==> config.mk <==
export PLATFORM = sky130hd
export DESIGN_NAME = cmpxchg_unit
export DESIGN_NICKNAME = d
export VERILOG_FILES = /design/src/rtl/cx_pkg.sv /design/src/rtl/cx_decode.sv /design/src/rtl/cx_alu.sv /design/src/rtl/cx_seq.sv /design/src/rtl/cmpxchg_unit.sv
export SDC_FILE = /design/constraint.sdc
export NUM_CORES = 1
export LEC_CHECK = 0
export BUFFER_PORTS_ARGS = -buffer_cell sky130_fd_sc_hd__buf_2
export CAP_MARGIN = 5
export CORE_MARGIN = 4
export CORE_UTILIZATION = 50
export CTS_CLUSTER_SIZE = 20
export DETAILED_ROUTE_END_ITERATION = 8
export PLACE_DENSITY_LB_ADDON = 0.25
export SLEW_MARGIN = 20
export SYNTH_ARGS = -nofsm -noshare
export SYNTH_HDL_FRONTEND = slang
export SYNTH_HIERARCHICAL = 1
export SYNTH_SLANG_ARGS = --single-unit
==> constraint.sdc <==
create_clock -name clk_i -period 2.75 [get_ports clk_i]
set_input_delay 0.275 -clock clk_i [delete_from_list [all_inputs] [get_ports clk_i]]
set_output_delay 0.275 -clock clk_i [all_outputs]
set_load 0.05 [all_outputs]
==> src/rtl/cx_pkg.sv <==
package cx_pkg;
  typedef enum logic [1:0] {SZ_B, SZ_W, SZ_D} size_e;
  typedef enum logic [2:0] {
    ST_IDLE, ST_LOCK, ST_READ, ST_CMP, ST_WRITE, ST_REL, ST_DONE
  } state_e;
endpackage

==> src/rtl/cx_decode.sv <==
module cx_decode
  import cx_pkg::*;
#(
  parameter logic [7:0] OP_NARROW = 8'hB0,
  parameter logic [7:0] OP_WIDE   = 8'hB1,
  parameter logic [7:0] ALT_NARROW = 8'hA6,
  parameter logic [7:0] ALT_WIDE   = 8'hA7
) (
  input  logic [7:0] opcode_i,
  input  logic       size_ovr_i,
  output logic       legal_o,
  output size_e      size_o
);
  logic narrow, wide;
  assign narrow  = (opcode_i == OP_NARROW) || (opcode_i == ALT_NARROW);
  assign wide    = (opcode_i == OP_WIDE)   || (opcode_i == ALT_WIDE);
  assign legal_o = narrow || wide;

  always_comb begin
    if (narrow)          size_o = SZ_B;
    else if (size_ovr_i) size_o = SZ_W;
    else                 size_o = SZ_D;
  end
endmodule

==> src/rtl/cx_alu.sv <==
module cx_alu
  import cx_pkg::*;
#(
  parameter int DW = 32
) (
  input  size_e          size_i,
  input  logic [DW-1:0]  acc_i,
  input  logic [DW-1:0]  src_i,
  input  logic [DW-1:0]  dst_i,
  output logic           eq_o,
  output logic [DW-1:0]  dst_new_o,
  output logic [DW-1:0]  acc_new_o
);
  localparam int BW = 8;
  localparam int WW = (DW < 16) ? DW : 16;

  logic [DW-1:0] mask;
  always_comb begin
    mask = '1;
    unique case (size_i)
      SZ_B:    mask = {{(DW-BW){1'b0}}, {BW{1'b1}}};
      SZ_W:    mask = {{(DW-WW){1'b0}}, {WW{1'b1}}};
      default: mask = '1;
    endcase
  end

  assign eq_o      = ((dst_i ^ acc_i) & mask) == '0;
  assign dst_new_o = (dst_i & ~mask) | (src_i & mask);
  assign acc_new_o = (acc_i & ~mask) | (dst_i & mask);
endmodule

==> src/rtl/cx_seq.sv <==
module cx_seq
  import cx_pkg::*;
(
  input  logic   clk_i,
  input  logic   rst_ni,
  input  logic   start_i,
  input  logic   legal_i,
  input  logic   dst_mem_i,
  input  logic   lock_i,
  input  logic   lock_q_i,
  input  logic   eq_i,
  input  logic   gnt_i,
  input  logic   ack_i,
  output logic   cap_o,
  output logic   rcap_o,
  output logic   lock_req_o,
  output logic   rd_o,
  output logic   wr_o,
  output logic   done_o
);
  state_e state_q, state_d;

  always_comb begin
    state_d = state_q;
    unique case (state_q)
      ST_IDLE:
        if (start_i) begin
          if (!legal_i || !dst_mem_i) state_d = ST_DONE;
          else if (lock_i)            state_d = ST_LOCK;
          else                        state_d = ST_READ;
        end
      ST_LOCK:  if (gnt_i) state_d = ST_READ;
      ST_READ:  if (ack_i) state_d = ST_CMP;
      ST_CMP:   state_d = eq_i ? ST_WRITE : ST_REL;
      ST_WRITE: if (ack_i) state_d = ST_REL;
      ST_REL:   state_d = ST_DONE;
      default:  state_d = ST_IDLE;
    endcase
  end

  always_ff @(posedge clk_i or negedge rst_ni)
    if (!rst_ni) state_q <= ST_IDLE;
    else         state_q <= state_d;

  assign cap_o  = (state_q == ST_IDLE) && start_i;
  assign rcap_o = (state_q == ST_READ) && ack_i;
  assign rd_o   = (state_q == ST_READ);
  assign wr_o   = (state_q == ST_WRITE);
  assign done_o = (state_q == ST_DONE);
  assign lock_req_o = lock_q_i &&
    ((state_q == ST_LOCK) || (state_q == ST_READ) ||
     (state_q == ST_CMP)  || (state_q == ST_WRITE));

  // locked accesses only under grant
  a_r8_access_granted: assert property (@(posedge clk_i) disable iff (!rst_ni)
    (rd_o || wr_o) && lock_q_i |-> gnt_i && lock_req_o);
  // write only after a match
  a_r9_write_on_match: assert property (@(posedge clk_i) disable iff (!rst_ni)
    wr_o |-> eq_i);
  // one-cycle completion
  a_r10_done_pulse: assert property (@(posedge clk_i) disable iff (!rst_ni)
    done_o |=> !done_o);
  // register destination done next cycle, no lock
  a_r7_reg_fast: assert property (@(posedge clk_i) disable iff (!rst_ni)
    cap_o && !dst_mem_i |=> done_o && !lock_req_o && !rd_o);
endmodule

==> src/rtl/cmpxchg_unit.sv <==
module cmpxchg_unit
  import cx_pkg::*;
#(
  parameter int DW = 32,
  parameter int AW = 16
) (
  input  logic          clk_i,
  input  logic          rst_ni,
  input  logic          start_i,
  input  logic [7:0]    opcode_i,
  input  logic          size_ovr_i,
  input  logic          dst_mem_i,
  input  logic          lock_i,
  input  logic [DW-1:0] acc_i,
  input  logic [DW-1:0] src_i,
  input  logic [DW-1:0] dst_reg_i,
  input  logic [AW-1:0] addr_i,
  output logic          bus_lock_req_o,
  input  logic          bus_lock_gnt_i,
  output logic          bus_rd_o,
  output logic          bus_wr_o,
  output logic [AW-1:0] bus_addr_o,
  output logic [DW-1:0] bus_wdata_o,
  input  logic [DW-1:0] bus_rdata_i,
  input  logic          bus_ack_i,
  output logic          done_o,
  output logic          illegal_o,
  output logic [DW-1:0] acc_o,
  output logic          acc_we_o,
  output logic [DW-1:0] dst_reg_o,
  output logic          dst_reg_we_o,
  output logic          zf_o,
  output logic          zf_we_o
);
  logic          legal_d, cap, rcap, eq;
  size_e         size_d, size_q;
  logic          legal_q, mem_q, lock_q;
  logic [DW-1:0] acc_q, src_q, dreg_q, rdat_q, dst_cur, dst_new, acc_new;
  logic [AW-1:0] addr_q;

  cx_decode u_dec (
    .opcode_i  (opcode_i),
    .size_ovr_i(size_ovr_i),
    .legal_o   (legal_d),
    .size_o    (size_d)
  );

  always_ff @(posedge clk_i or negedge rst_ni)
    if (!rst_ni) begin
      size_q  <= SZ_B;
      legal_q <= 1'b0;
      mem_q   <= 1'b0;
      lock_q  <= 1'b0;
      acc_q   <= '0;
      src_q   <= '0;
      dreg_q  <= '0;
      addr_q  <= '0;
    end else if (cap) begin
      size_q  <= size_d;
      legal_q <= legal_d;
      mem_q   <= dst_mem_i;
      lock_q  <= lock_i && dst_mem_i && legal_d;
      acc_q   <= acc_i;
      src_q   <= src_i;
      dreg_q  <= dst_reg_i;
      addr_q  <= addr_i;
    end

  always_ff @(posedge clk_i or negedge rst_ni)
    if (!rst_ni)   rdat_q <= '0;
    else if (rcap) rdat_q <= bus_rdata_i;

  assign dst_cur = mem_q ? rdat_q : dreg_q;

  cx_alu #(.DW(DW)) u_alu (
    .size_i   (size_q),
    .acc_i    (acc_q),
    .src_i    (src_q),
    .dst_i    (dst_cur),
    .eq_o     (eq),
    .dst_new_o(dst_new),
    .acc_new_o(acc_new)
  );

  cx_seq u_seq (
    .clk_i     (clk_i),
    .rst_ni    (rst_ni),
    .start_i   (start_i),
    .legal_i   (legal_d),
    .dst_mem_i (dst_mem_i),
    .lock_i    (lock_i),
    .lock_q_i  (lock_q),
    .eq_i      (eq),
    .gnt_i     (bus_lock_gnt_i),
    .ack_i     (bus_ack_i),
    .cap_o     (cap),
    .rcap_o    (rcap),
    .lock_req_o(bus_lock_req_o),
    .rd_o      (bus_rd_o),
    .wr_o      (bus_wr_o),
    .done_o    (done_o)
  );

  assign bus_addr_o   = addr_q;
  assign bus_wdata_o  = dst_new;
  assign illegal_o    = done_o && !legal_q;
  assign zf_o         = eq;
  assign zf_we_o      = done_o && legal_q;
  assign acc_o        = acc_new;
  assign acc_we_o     = done_o && legal_q && !eq;
  assign dst_reg_o    = dst_new;
  assign dst_reg_we_o = done_o && legal_q && !mem_q && eq;

  // illegal opcode writes nothing
  a_r6_illegal_quiet: assert property (@(posedge clk_i) disable iff (!rst_ni)
    illegal_o |-> !acc_we_o && !dst_reg_we_o && !zf_we_o);
  // mismatch clears the flag and leaves the destination
  a_r4_mismatch_flag: assert property (@(posedge clk_i) disable iff (!rst_ni)
    acc_we_o |-> !zf_o && !dst_reg_we_o);
  // upper accumulator bits kept on byte results
  a_r5_acc_upper_kept: assert property (@(posedge clk_i) disable iff (!rst_ni)
    acc_we_o && (size_q == SZ_B) |-> acc_o[DW-1:8] == acc_q[DW-1:8]);
  // lock dropped before completion
  a_r8_released: assert property (@(posedge clk_i) disable iff (!rst_ni)
    done_o |-> !bus_lock_req_o);
endmodule

* Yosys cells after proc, flatten, opt, wreduce, memory -nomap -nowiden
Index checks and enable logic that the tools add are counted.
Word-level totals: input bits 160, word-level logic and storage cells 72, output and inout bits 121, flip-flop bits (word level) 152
Operators by class: equality and inequality tests 15, bitwise logic cells 9, mux-type cells 12, reduce and logical (&&, ||, !) cells 26
Operators with widths (count):
- $and 32x32->32 | 5
- $or 32x32->32 | 2
- $pmux 32 s2 | 1
- $eq 8x8->1 const B | 4
- $logic_not 32->1 | 1
- $mux 32 | 1
- $not 32->32 | 1
- $xor 32x32->32 | 1
- $pmux 3 s6 | 1
- $mux 3 | 5
- $logic_and 1x1->1 | 10
- $eq 3x3->1 const B | 3
- $logic_or 1x1->1 | 7
- $eq 3x2->1 const B | 2
- $mux 2 | 3
- $logic_not 1->1 | 5
- $ne 2x1->1 const B | 2
- $ne 2x2->1 const B | 2
- $reduce_and 4->1 | 1
- $eq 3x1->1 const B | 1
- $logic_not 3->1 | 1
- $eq 2x1->1 const B | 1
- $logic_not 2->1 | 1
- $mux 1 | 1

* Longest topological paths before layout
word-level depth 8, gate-level depth with buffers 10, gate-level depth less buffers 8

* Cells and area by module
The synthesis kept the hierarchy.
Modules (own cells, without submodules):
- cmpxchg_unit | seq. area each 3728.6 sq um, instances 1, cells an instance 390, area an instance 6239.7 sq um
- cx_alu | seq. area each 0.0 sq um, instances 1, cells an instance 115, area an instance 1077.3 sq um
- cx_seq | seq. area each 75.1 sq um, instances 1, cells an instance 33, area an instance 281.5 sq um
- cx_decode | seq. area each 0.0 sq um, instances 1, cells an instance 7, area an instance 55.1 sq um

* Worst setup path before layout
Ideal clock, no wire load.
path type register to output, from reg mem_q, to out dst_reg_we_o, data arrival time 3114 ps, buffers on the path 2, path slack -639 ps, stages on the path, launching flop included 9, data required time 2475 ps, path through dfrtp_1 buf_2 buf_2 mux2_2 xnor2_1 nand4_1 nor4_1 a22o_2 nor3b_1
Between the ends: longest elaborated chain between the ends 5, elaborated cells on any way between the ends 7, classes of those cells 1 x mux; 2 x bitwise; 4 x reduce/logical
Ends and longest elaborated chain:
- start, declared | RTL line cmpxchg_unit.sv:37 | logic legal_q, mem_q, lock_q;
- start signal, assigned | RTL line cmpxchg_unit.sv:61 | mem_q <= dst_mem_i;
- $mux 32 | RTL line cmpxchg_unit.sv:73 | assign dst_cur = mem_q ? rdat_q : dreg_q;
- net dst_cur[5] | RTL line cmpxchg_unit.sv:38 | logic [DW-1:0] acc_q, src_q, dreg_q, rdat_q, dst_cur, dst_new, acc_new;
- $xor 32x32->32 | RTL line cx_alu.sv:27 | assign eq_o = ((dst_i ^ acc_i) & mask) == '0;
- $and 32x32->32 | RTL line cx_alu.sv:27
- $logic_not 32->1 | RTL line cx_alu.sv:27
- net zf_o | RTL line cmpxchg_unit.sv:32 | output logic zf_o,
- $logic_and 1x1->1 | RTL line cmpxchg_unit.sv:112 | assign dst_reg_we_o = done_o && legal_q && !mem_q && eq;
- end, declared | RTL line cmpxchg_unit.sv:31 | output logic dst_reg_we_o,
The timed path passes the listed nets, and every way through them passes these cells.

* Worst setup path in the final report
from reg mem_q, to out acc_we_o
Between the ends: longest elaborated chain between the ends 6
Ends and longest elaborated chain:
- $mux 32 | RTL line cmpxchg_unit.sv:73
- net dst_cur[28] | RTL line cmpxchg_unit.sv:38
- $xor 32x32->32 | RTL line cx_alu.sv:27
- $and 32x32->32 | RTL line cx_alu.sv:27
- $logic_not 32->1 | RTL line cx_alu.sv:27
- $logic_not 1->1 | RTL line cmpxchg_unit.sv:110 | assign acc_we_o = done_o && legal_q && !eq;
- $logic_and 1x1->1 | RTL line cmpxchg_unit.sv:110
- end, declared | RTL line cmpxchg_unit.sv:29 | output logic acc_we_o,
The timed path passes the listed nets, and every way through them passes these cells.

==> out/metrics.yaml <==
fin_tns_setup_ps: -675
synth.yosys.seq_area_share_pct: 49.7
synthesis.area_um2: 7650
nets: 941
r2r_slack_ps: 100
start_util_pct: 51.9
die_x_um: 132
syn_nets: 705
hold_violations: 0
clock_latency_ps: 420
async_reset_ff_share_pct: 100
finClkSkew_ps: 11.7
slowest_delay_ps: 480
slew_violations: 0
cts_root_buf: "clkbuf_16"
yosys-top-cells-area: "dfrtp_1 (50%), mux2_2 (31%), buf_4 (5.1%)"
endpoint_kind: "output port"
ant_nets: 0
synthTopCellsByCount: "mux2_2 (208), dfrtp_1 (152), buf_4 (52), xnor2_1 (32), mux2_4 (18)"
place_congestion: 0.858
synth_enable_flop_cells: 0
cp.required_ps: 2480
worst_slew_pin_slew_ps: 704
cp_max_fo: 8
dieArea_um2: 17400
worst_slack_ps: -246
routed_wl_um: 18800
rows: 44
wl_per_cell_um: 19.2
cts.sinks: 152
fin_crit_ps: 3000
synth_cell_type_count: 41
grt_pass1_wl_um: 30000
synth.most_common_cell: "mux2_2"
globalRouteTotalUtil_pct: 21.7
drive_gt1_share_pct: 72.5
cp_top_family: "buffers and inverters"
cp_cell_sequence: "clkbuf_16 -> mux2_4 -> xnor2_2 -> nand4_1 -> nor4_1 -> buf_4 -> a22o_4 -> buf_4 -> buf_6 -> nor2_4 -> buf_6"
drc_errors: 0
max_slew_margin_pct: 53.0
h-tree-depth: 4
grt_start_max_net_pins: 74
drv_cap: 0
cts_tree: "done"
max_freq_ghz: 0.334
cp.arrival_ps: 2720
report.final.setup_viol: 3
portBuffers: 280
insertedDiodeCount: 0
synthFlopType: "dfrtp_1"
grt_setup_unrepaired: "true"
critPathLaunchType: "register"
antenna_found_initial: 0
hp-class: "in -> reg"
drt-initial-drc-count: 216
ys_warn_count: 6
fin_util_pct: 65.8
critPathKind: "reg -> out"
dp_hpwl_um: 13900
grt-ovfl-total: 0
crit_buf_inv: 5
yosysTopAreaCellShare_pct: 49.7
synthToLayoutAreaGrowth_pct: 26.9
grt_pass1_vias: 5596
hold_ws_ps: 83.4
synthCells: 545
slowest_stage: "dfrtp_2"
ioPinCount: 281
vias: 5062
synth.largest_area_cell: "dfrtp_1"
violations: "setup timing"
vias_per_cell: 5.18
die_y_um: 132
ys_ff_latch: 152
syn_area_per_cell_um2: 14.0
period_share_pct: 109
cts_inserted_buffers: 17
core_area_um2: 14800
clk_pin_slew_worst_paths_ps: 60
dr.pass1.iters: 6
clock_path_buffers: 2
status: "finished with violations"
[stage by stage]
step                      setup slack [ps]  area (um2)  cells
final                                 -246        9710    977
after global routing                  -383        9710    977
after CTS                             -224        9600    974
after detailed placement              90.9        8900    942
after global placement                 132        8900    942
after floorplan                       6.24        7670    545
[layout make-up]
class                   instances  area, um2
multi-input cells             313       3410
inverters                       3       11.3
flip-flops and latches        152       3810
well taps                     184        230
repair buffers                294       1650
fillers                      1119       5040
clock buffers                  18        439
clock inverters                13        170
[what timing repair did]
| item | 4_1_cts | 5_1_grt |
|---|---|---|
| hold buffers | 1 | 0 |
| pin swaps | 1 | 4 |
| gates resized for setup | 15 | 15 |
| gates cloned | 0 | 1 |
| buffers inserted | 0 | 2 |
| hold endpoints to repair | 71 | 0 |
| endpoints found under the setup margin | 3 | 3 |
[kinds of logic (layout without fill, tap and decap cells)]
kind of cell	after synthesis	in the layout	share of synthesized area, %
mux	228	228	34.4
flops	152	152	49.7
buf+inv	80	328	7.44
simple gates	39	39	3.30
xor+xnor	32	32	3.66
compound gates	14	14	1.47
[cells in the final DEF, fill, tap and decap left out, types with 2 or more instances in the layout]
master / count
a21oi_1: 3
inv_1: 2
clkinv_2: 2
mux2_1: 2
nand4_1: 9
xnor2_1: 22
nor2b_1: 3
buf_12: 7
clkbuf_16: 18
buf_4: 4
clkinv_4: 3
clkinvlp_4: 2
nor2_1: 6
nand2b_1: 2
dfrtp_2: 2
mux2_4: 22
buf_6: 4
buf_2: 276
inv_6: 2
xnor2_2: 10
mux2_2: 204
dfrtp_1: 150
bufinv_16: 3
nand2_1: 3
[registers in the layout, summed over array words and instances (netlist names)]
name	cells
bus_addr_o	16
lock_q	1
src_q	32
size_q	2
rdat_q	32
acc_q	32
u_seq/state_q	3
mem_q	1
dreg_q	32
legal_q	1
[worst paths after layout]
kind / start / to / cells past startpoint
setup / recovery: mem_q / acc_we_o / 11
hold / removal: bus_rdata_i[4] / rdat_q[4] / 2
setup reg to reg: mem_q / u_seq/state_q[0] / 12
hold reg to reg: bus_addr_o[2] / bus_addr_o[2] / 1
max in group asynchronous: rst_ni / mem_q / 3
min in group asynchronous: rst_ni / bus_addr_o[2] / 2
[worst register-to-register path: cells and delay by family, from the launching register on]
kind / cells / cell delay (ps)
AOI/OAI and AO/OA: 3 / 450
xor gates and xnor gates: 1 / 190
buffers and inverters: 4 / 580
DFF: 1 / 480
muxes: 1 / 340
and+or+nand+nor: 3 / 500
[metal layers]
metal	GRT usage [%]	wire length [um]	vias up
met3	6.77	1190	18
met2	36.4	9480	181
li1	-	-	2354
met5	0	0	-
met1	27.5	7880	2509
met4	6.07	239	0
Power is not shown: default switching activity piles up to over one toggle a cycle in this logic, so the estimate is an artifact.
